--- src/rtl/state_reload_pkg.sv ---
package state_reload_pkg;
  localparam int DATA_W        = 32;
  localparam int ADDR_W        = 32;
  localparam int GEN_WORDS     = 13;
  localparam int SEL_SLOTS     = 8;
  localparam int CACHE_ENTRIES = 10;
  localparam int CACHE_WORDS   = 3;
  localparam int SEL_W         = 16;
  localparam int TYPE_W        = 8;
  localparam int SEL_BASE      = GEN_WORDS;
  localparam int CACHE_BASE    = GEN_WORDS + SEL_SLOTS;
  localparam int TABLE_WORDS   = CACHE_BASE + CACHE_ENTRIES * CACHE_WORDS;
  localparam int IDX_W         = $clog2(TABLE_WORDS);
  localparam int EDI_SLOT      = 3;
  localparam int ES_ENTRY      = 9;
  localparam int IDT_ENTRY     = 1;
  localparam int GDT_ENTRY     = 2;

  typedef enum logic [1:0] {ST_IDLE, ST_ISSUE, ST_WAIT, ST_COMMIT} seqState_t;

  typedef struct packed {
    logic             loadBase;
    logic             issue;
    logic             capture;
    logic             commit;
    logic [IDX_W-1:0] wordIdx;
  } seqStrobe_t;
endpackage

--- src/rtl/state_reload_ctrl.sv ---
module state_reload_ctrl
  import state_reload_pkg::*;
#(
  parameter logic [7:0] OPC_ESC    = 8'h0F,
  parameter logic [7:0] OPC_RELOAD = 8'h07
) (
  input  logic       clk,
  input  logic       rstN,
  input  logic       opValid,
  input  logic [7:0] opHi,
  input  logic [7:0] opLo,
  input  logic       abort,
  input  logic       memValid,
  output seqStrobe_t strobe
);
  localparam logic [IDX_W-1:0] LAST_IDX = IDX_W'(TABLE_WORDS - 1);

  seqState_t        state;
  logic [IDX_W-1:0] wordIdx;
  logic             opHit;

  assign opHit = opValid && (opHi == OPC_ESC) && (opLo == OPC_RELOAD);

  always_ff @(posedge clk or negedge rstN) begin
    if (!rstN) begin
      state   <= ST_IDLE;
      wordIdx <= '0;
    end else begin
      unique case (state)
        ST_IDLE: begin
          if (opHit) begin
            state   <= ST_ISSUE;
            wordIdx <= '0;
          end
        end
        ST_ISSUE: state <= abort ? ST_IDLE : ST_WAIT;
        ST_WAIT: begin
          if (abort) begin
            state <= ST_IDLE;
          end else if (memValid) begin
            if (wordIdx == LAST_IDX) begin
              state <= ST_COMMIT;
            end else begin
              wordIdx <= wordIdx + 1'b1;
              state   <= ST_ISSUE;
            end
          end
        end
        ST_COMMIT: state <= ST_IDLE;
        default:   state <= ST_IDLE;
      endcase
    end
  end

  always_comb begin
    strobe.loadBase = (state == ST_IDLE) && opHit;
    strobe.issue    = (state == ST_ISSUE) && !abort;
    strobe.capture  = (state == ST_WAIT) && memValid && !abort;
    strobe.commit   = (state == ST_COMMIT);
    strobe.wordIdx  = wordIdx;
  end
endmodule

--- src/rtl/state_reload_dp.sv ---
module state_reload_dp
  import state_reload_pkg::*;
(
  input  logic              clk,
  input  logic              rstN,
  input  seqStrobe_t        strobe,
  input  logic [DATA_W-1:0] memData,
  output logic [ADDR_W-1:0] memAddr,
  input  logic [IDX_W-1:0]  viewIdx,
  output logic [DATA_W-1:0] viewData
);
  logic [ADDR_W-1:0] baseReg;
  logic [DATA_W-1:0] shadow     [TABLE_WORDS];
  logic [DATA_W-1:0] genReg     [GEN_WORDS];
  logic [SEL_W-1:0]  selReg     [SEL_SLOTS];
  logic [TYPE_W-1:0] cacheType  [CACHE_ENTRIES];
  logic [ADDR_W-1:0] cacheBase  [CACHE_ENTRIES];
  logic [DATA_W-1:0] cacheLimit [CACHE_ENTRIES];
  logic [DATA_W-1:0] viewArr    [TABLE_WORDS];

  assign memAddr = baseReg + {{(ADDR_W-IDX_W-2){1'b0}}, strobe.wordIdx, 2'b00};

  always_ff @(posedge clk or negedge rstN) begin
    if (!rstN) baseReg <= '0;
    else if (strobe.loadBase) baseReg <= cacheBase[ES_ENTRY] + genReg[EDI_SLOT];
  end

  always_ff @(posedge clk) begin
    if (strobe.capture) shadow[strobe.wordIdx] <= memData;
  end

  for (genvar g = 0; g < GEN_WORDS; g++) begin : g_gen
    always_ff @(posedge clk or negedge rstN) begin
      if (!rstN) genReg[g] <= '0;
      else if (strobe.commit) genReg[g] <= shadow[g];
    end
    assign viewArr[g] = genReg[g];
  end

  for (genvar s = 0; s < SEL_SLOTS; s++) begin : g_sel
    always_ff @(posedge clk or negedge rstN) begin
      if (!rstN) selReg[s] <= '0;
      else if (strobe.commit) selReg[s] <= shadow[SEL_BASE + s][SEL_W-1:0];
    end
    assign viewArr[SEL_BASE + s] = {{(DATA_W-SEL_W){1'b0}}, selReg[s]};
  end

  for (genvar e = 0; e < CACHE_ENTRIES; e++) begin : g_cache
    localparam int W0 = CACHE_BASE + CACHE_WORDS * e;
    always_ff @(posedge clk or negedge rstN) begin
      if (!rstN) begin
        cacheBase[e]  <= '0;
        cacheLimit[e] <= '0;
      end else if (strobe.commit) begin
        cacheBase[e]  <= shadow[W0 + 1];
        cacheLimit[e] <= shadow[W0 + 2];
      end
    end
    if (e == IDT_ENTRY || e == GDT_ENTRY) begin : g_notype
      assign cacheType[e] = '0;
    end else begin : g_type
      always_ff @(posedge clk or negedge rstN) begin
        if (!rstN) cacheType[e] <= '0;
        else if (strobe.commit) cacheType[e] <= shadow[W0][2*TYPE_W-1:TYPE_W];
      end
    end
    assign viewArr[W0]     = {{(DATA_W-2*TYPE_W){1'b0}}, cacheType[e], {TYPE_W{1'b0}}};
    assign viewArr[W0 + 1] = cacheBase[e];
    assign viewArr[W0 + 2] = cacheLimit[e];
  end

  assign viewData = (viewIdx < IDX_W'(TABLE_WORDS)) ? viewArr[viewIdx] : '0;
endmodule

--- src/rtl/state_reload.sv ---
module state_reload
  import state_reload_pkg::*;
#(
  parameter logic [7:0] OPC_ESC    = 8'h0F,
  parameter logic [7:0] OPC_RELOAD = 8'h07
) (
  input  logic        clk,
  input  logic        rstN,
  input  logic        opValid,
  input  logic [7:0]  opHi,
  input  logic [7:0]  opLo,
  input  logic        abort,
  output logic        memReq,
  output logic [31:0] memAddr,
  input  logic        memValid,
  input  logic [31:0] memData,
  output logic        done,
  input  logic [5:0]  viewIdx,
  output logic [31:0] viewData
);
  seqStrobe_t strobe;

  state_reload_ctrl #(.OPC_ESC(OPC_ESC), .OPC_RELOAD(OPC_RELOAD)) u_ctrl (
    .clk(clk), .rstN(rstN), .opValid(opValid), .opHi(opHi), .opLo(opLo),
    .abort(abort), .memValid(memValid), .strobe(strobe)
  );

  state_reload_dp u_dp (
    .clk(clk), .rstN(rstN), .strobe(strobe), .memData(memData),
    .memAddr(memAddr), .viewIdx(viewIdx), .viewData(viewData)
  );

  assign memReq = strobe.issue;
  assign done   = strobe.commit;
endmodule

--- config.mk ---
export PLATFORM = sky130hd
export DESIGN_NAME = state_reload
export DESIGN_NICKNAME = d
export VERILOG_FILES = /design/src/rtl/state_reload_pkg.sv /design/src/rtl/state_reload_ctrl.sv /design/src/rtl/state_reload_dp.sv /design/src/rtl/state_reload.sv
export SDC_FILE = /design/constraint.sdc
export NUM_CORES = 2
export LEC_CHECK = 0
export BUFFER_PORTS_ARGS = -buffer_cell sky130_fd_sc_hd__buf_2
export CAP_MARGIN = 40
export CORE_MARGIN = 2
export CORE_UTILIZATION = 59
export DETAILED_ROUTE_END_ITERATION = 16
export PLACE_DENSITY = 0.84
export SLEW_MARGIN = 40
export SYNTH_ARGS = -nofsm -noshare
export SYNTH_HDL_FRONTEND = slang
export SYNTH_SLANG_ARGS = --single-unit
export TNS_END_PERCENT = 1
--- constraint.sdc ---
create_clock -name clk -period 5.7 [get_ports clk]
set_input_delay 0.285 -clock clk [delete_from_list [all_inputs] [get_ports clk]]
set_output_delay 0.285 -clock clk [all_outputs]
set_load 0.01 [all_outputs]
; ---- After elaboration in Yosys (flattened, before gate mapping)
; Memory sizes are Yosys's and may differ from the RTL's. A register that Yosys moved wholly into a read port is not among the register bits.
; Cells that the tools add are included.
; Widths: inputs -> output; s select.
[classes]
n_mux = 17
n_addsub = 3
eq_ne = 11
reduce_logical = 60
order_cmp = 2
bitwise_logic = 1
[ops]
columns = op, count
row1 = $bmux 32 s6, 1
row2 = $mux 32, 3
row3 = $logic_not 1->1, 50
row4 = $add 32x32->32, 1
row5 = $add 32x8->32, 1
row6 = $mux 6, 4
row7 = $pmux 6 s2, 1
row8 = $mux 2, 5
row9 = $eq 8x3->1 const B, 1
row10 = $eq 8x4->1 const B, 1
row11 = $pmux 2 s4, 1
row12 = $ge 7x7->1 const B, 1
row13 = $not 6->7, 1
row14 = $add 6x1->6 const B, 1
row15 = $eq 6x6->1 const B, 1
row16 = $logic_and 1x1->1, 6
row17 = $lt 6x6->1 const B, 1
row18 = $ne 2x2->1 const B, 3
row19 = $reduce_and 5->1, 1
row20 = $eq 2x2->1 const B, 2
row21 = $ne 3x3->1 const B, 1
row22 = $eq 2x1->1 const B, 1
row23 = $logic_not 2->1, 1
row24 = $mux 1, 2
row25 = other kinds (3), 3
[totals]
out_inout_bits = 66
n_memories = 1
input_bits = 59
mem_bits_rw = 1632
regBits = 40
[mem_list]
columns = memory, depth, word_bits, rd, rd_ports_with_merged_regs, write_ports, line_no
row1 = u_dp.shadow, 51, 32, 49, 49, 1, state_reload_dp.sv:13  ; logic [DATA_W-1:0] shadow [TABLE_WORDS];

; ---- Longest topological paths before layout
[depth]
word_depth = 5
mapped_depth = 12
mapped_depth_nobuf = 11

; ---- By module
; A second synthesis with hierarchy kept.
[hier_totals]
cells_unflattened = 5728
hier_area_um2 = 98455.7
[by_module_without_submodules]
columns = mod, n_inst, cells_each, area_per_inst_um2
row1 = state_reload_dp, 1, 5669, 97903.9
row2 = state_reload_ctrl, 1, 59, 551.8

; ---- Worst setup path before layout
; OpenSTA, ideal clock, no wires.
[synth_path]
path_type = reg2reg
from = reg u_ctrl.state[0]
to = mem u_dp.shadow[47][0], enable pin
synth_period_minus_slack_ns = 3.315
n_path_buf = 0
path_slack_ns = 2.385
path_stages_with_launch = 6
setup_ns = 0.421
arrival_ns = 2.894
cell_sequence = dfrtp_1 > nand2b_1 > or3b_2 > nor2_1 > nand2_1 > nor2_1
[synth_between]
elab_chain_cells = 5
[synth_lines]
columns = element, line_no
row1 = "start, declared", state_reload_ctrl.sv:18  ; seqState_t state;
row2 = "start signal, assigned", state_reload_ctrl.sv:36  ; ST_ISSUE: state <= abort ? ST_IDLE : ST_WAIT;
row3 = $eq 2x2->1, state_reload_ctrl.sv:58  ; strobe.capture = (state == ST_WAIT) && memValid && !abort;
row4 = $logic_and 1x1->1 (2 in a row), state_reload_ctrl.sv:58
row5 = $mux 1, state_reload_dp.sv:29  ; if (strobe.capture) shadow[strobe.wordIdx] <= memData;
row6 = $mux 1 (implied by the code), state_reload_dp.sv:29
row7 = "end, declared", state_reload_dp.sv:13
; Every way passes these cells.

; ---- Final worst setup path
[layout_path]
from = reg u_ctrl.wordIdx[0]
to = out memAddr[22]
[layout_between]
elab_chain_cells = 1
[layout_lines]
columns = element, line_no
row1 = "start, declared", state_reload_ctrl.sv:19  ; logic [IDX_W-1:0] wordIdx;
row2 = "start signal, assigned", state_reload_ctrl.sv:44  ; wordIdx <= wordIdx + 1'b1;
row3 = $add 32x8->32, state_reload_dp.sv:21  ; assign memAddr = baseReg + {{(ADDR_W-IDX_W-2){1'b0}}, strobe.wordIdx, 2'b00};
row4 = "end, declared", state_reload.sv:14  ; output logic [31:0] memAddr,
; Every way passes these cells.

==> run_results.csv <==
group,metric,value,unit
run_status,status,"complete, no violations",
worst_hold_path,whs_endpoint,"u_dp.shadow[3][21]$_DFFE_PP_",
synth,ys_ff_latch,2536,
cells_and_area,area_growth,12.5,%
sta,max_freq,0.228,GHz
cts,htreeDepth,4,
synth,synth_compound_area_share,4.47,%
worst_hold_path,hold_path_class,"input port to flip-flop",
synth,syn_avg_cell_area,17.2,sq um
worst_setup_path,reg2reg_from,"u_ctrl.state[0]$_DFFE_PN0P_",
power_and_ir_drop,pwr-share-comb,4.3,%
floorplanning,die_height,412,um
cells_and_area,final_core_util,66.9,%
cts,postCtsSetupRepairBufs,0,
floorplanning,die_x,412,um
cts,cts-resized-gates,0,
cts,cts_tree,"yes",
worst_setup_path,required,5.41,ns
worst_setup_path,worstPathMaxFanout,8,
worst_hold_path,holdPathStages,1,
sta,setup_ws,1.32,ns
global_route,antenna_found_initial,19,
sta,fin_setup_tns,0,ns
floorplanning,core,165000,sq um
power_and_ir_drop,p_int,0.0293,W
power_and_ir_drop,power_density,340,nW/um^2
place,io_buffers,124,
routing,drcViolationCount,0,
worst_setup_path,crit_chain,"ha_1, fa_1, a21o_1, a21oi_1, o21bai_1, a21oi_1, nor2b_1, nor2b_1, nand4_1, xnor2_1, buf_2",
floorplanning,die_area,170000,sq um
cts,clkSinkCount,2536,
worst_setup_path,crit_slowest_cell,"dfrtp_1",
cells_and_area,most-common-layout-cells,"1305 x mux2_2, 1288 x dfrtp_1, 1248 x edfxtp_1",
floorplanning,rows,149,
worst_setup_path,startpoint,"u_ctrl.wordIdx[0]$_DFFE_PN0P_",
synth,ys_seq_area_share,70.9,%
sta,period_share,76.8,%
global_route,grt_pass1_wl,382,mm
cells_and_area,fillers,10200,
synth,yosys-top-cells-area,"edfxtp_1 38%, dfrtp_1 33%, mux2_2 15%, mux4_2 3.1%, mux2i_1 1.7%",
routing,viasPerCell,6.69,
worst_setup_path,rr_endpoint,"u_dp.shadow[41][14]$_DFFE_PP_",
power_and_ir_drop,p_sw,0.00824,W
worst_setup_path,worstPathArrival,4.09,ns
sta,finalMaxSlewViolations,0,
place,gp_congestion,0.932,
cells_and_area,final_common_cell,"mux2_2",
cells_and_area,drive_gt1_share,35.1,%
synth,synth-async-reset-ratio,50.8,%
routing,routed_wl,260,mm
worst_hold_path,hp-start,"memData[21]",
power_and_ir_drop,vdd_ir_drop_max,0.000336,V
worst_setup_path,r2r_setup_slack,1.70,ns
sta,worst_pin_slew,0.959,ns
worst_setup_path,critical_path.endpoint_type,"primary output",
sta,min_period,4.38,ns
cts,cts_made_buffers,229,
global_route,grtUsageTotal,30.7,%
synth,synth_top_family_by_area,"multiplexers",
routing,via_count,55500,
power_and_ir_drop,power_frac_seq,52.3,%
global_route,grt_max_degree,158,
cells_and_area,nets,5990,
cts,root_buffer,"clkbuf_16",
worst_setup_path,cpPeakStageDelay,0.56,ns
synth,synthFlopType,"dfrtp_1",
worst_setup_path,reg2regPathDepth,6,
cts,clock_latency,0.87,ns
synth,synth_nets,5816,
sta,finClkSkew,0.0335,ns
sta,worst_slew_margin_rel,36.0,%
routing,antenna_left,0,
sta,rsz0062_at_grt,"no",
global_route,grt_pass1_vias,57400,
synth,syn_area,98300,sq um
global_route,overflow,0,
synth,synth_cells,5716,
place,dpl_worst_slack,1.86,ns
sta,hold_violations,0,
power_and_ir_drop,leakagePower,45.3,nW
power_and_ir_drop,switching_share,22.0,%
synth,synth_edf_count,1248,
synth,synthAdderAreaFrac,0.537,%
place,dp_hpwl,153,mm
job,maxCapViolCount,0,
synth,ys_types,76,
routing,drt_iter0_drc,7479,
floorplanning,pin_count,125,
worst_setup_path,critical_path_class,"flip-flop to primary output",
cts,cts_buffer_depth,3,
synth,yosys.area_share.xor_xnor,0.499,%
routing,wl_per_cell,31.4,um
floorplanning,start_util,59.5,%
worst_setup_path,start_kind,"flip-flop",
sta,finalSetupViolations,0,
synth,ys_warn_count,0,
power_and_ir_drop,p_clk_share,43.4,%
synth,synth_top_area_cell,"edfxtp_1",
synth,synth_top_area_share,38.1,%
synth,synthSimpleGateAreaFrac,2.20,%
routing,first_pass_iters,12,
synth,synthMuxAreaShare,19.7,%
cts,clk_pin_slew,0.07,ns
[per-layer routing]
metal | vias to the layer above | track usage [%] | routed length, um
li1 | 22100 | - | -
met1 | 29000 | 40.7 | 96100
met2 | 3567 | 47.8 | 123000
met3 | 760 | 7.53 | 26600
met4 | 18 | 15.7 | 14100
met5 | - | 0 | 119
[Yosys cell counts (all sizes together) (4+ instances only)]
| library cell | number |
|---|---|
| inv | 20 |
| mux2i | 165 |
| a22o | 4 |
| o221ai | 21 |
| mux2 | 1305 |
| a221oi | 117 |
| o32ai | 15 |
| a2111o | 8 |
| edfxtp | 1248 |
| or3 | 4 |
| ha | 39 |
| a211oi | 13 |
| nand3 | 44 |
| o21ai | 66 |
| nand2b | 6 |
| o21bai | 5 |
| nor2b | 11 |
| and3 | 10 |
| a22oi | 24 |
| o22ai | 44 |
| buf | 128 |
| o22a | 23 |
| nand2 | 143 |
| a2111oi | 13 |
| xnor2 | 34 |
| xor2 | 22 |
| o31ai | 11 |
| a21boi | 18 |
| a21oi | 190 |
| nand4 | 10 |
| a31oi | 10 |
| mux4 | 135 |
| nor2 | 205 |
| clkbuf | 208 |
| dfrtp | 1288 |
| nor3 | 37 |
| a21o | 28 |
[worst max path at each step]
stage                              endpoint  slack [ns]  cells after the start
5_1_grt                         memAddr[22]        1.18                     11
2_1_floorplan  u_dp.shadow[47][0]$_DFFE_PP_        2.39                      5
6_report                        memAddr[22]        1.32                     11
3_5_place_dp                   viewData[17]        1.86                      9
3_3_place_gp                   viewData[11]        1.59                      8
4_1_cts                         memAddr[22]        1.35                     11
[power by group through the flow]
| stage | Clock, W | Combinational (W) | Sequential [W] |
|---|---|---|---|
| after CTS | 0.0164 | 0.00158 | 0.0196 |
| final | 0.0163 | 0.00161 | 0.0196 |
| after detailed placement | 0 | 0.00155 | 0.0200 |
| after global routing | 0.0171 | 0.00169 | 0.0196 |
| after floorplan | 0 | 0.000737 | 0.0199 |
| after global placement | 0 | 0.00150 | 0.0200 |
[worst max-delay path: cells and delay by family (launching register included)]
family                     cells  cell delay (ns)
buffers and inverters          1             0.20
AOI/OAI and AO/OA              4             0.98
adders and majority gates      2             0.73
xor gates and xnor gates       1             0.20
DFF                            1             0.56
and+or+nand+nor                3             0.53
[cells by family (layout without fill, tap and decap cells)]
kind of cell	Yosys count	in the layout
fa+ha+maj	41	41
xor+xnor	56	56
mux	1605	1605
flops	2536	2536
compound gates	630	630
simple gates	492	492
other cells	0	4
buf+inv	356	734
[sequential cells by signal, indices dropped and copies added, names as in the netlist]
name,flops
u_ctrl.state,2
u_ctrl.wordIdx,6
u_dp.baseReg,32
u_dp.cacheBase,320
u_dp.cacheLimit,320
u_dp.cacheType,64
u_dp.genReg,416
u_dp.selReg,128
u_dp.shadow,1248
[per-stage QoR]
stage	power [W]	hold slack (ns)	std cells	cell area, sq um
after floorplan	0.0206	-0.0106	5716	98300
after global placement	0.0215	0.301	7799	102000
after detailed placement	0.0215	0.303	7819	102000
after CTS	0.0376	0.0256	8276	110000
after global routing	0.0384	0.0560	8284	111000
final	0.0375	0.0705	8287	111000
[timing repair]
| item | 4_1_cts | 5_1_grt |
|---|---|---|
| setup endpoints to repair | 0 | 0 |
| hold buffers | 22 | 2 |
| endpoints found under the hold margin | 1000 | 66 |
[area by class of cell]
type	instances	area, sq um	area share (%)
multi-input combinational	2824	27300	24.7
inverter	20	77.6	0.0702
sequential	2536	69700	63.1
tap	2189	2740	2.48
clock buffer	312	6450	5.83
antenna	4	10.0	0.00906
timing repair buffer	279	2660	2.41
clock inverter	123	1590	1.44
Power figures use the tool's default switching activity.
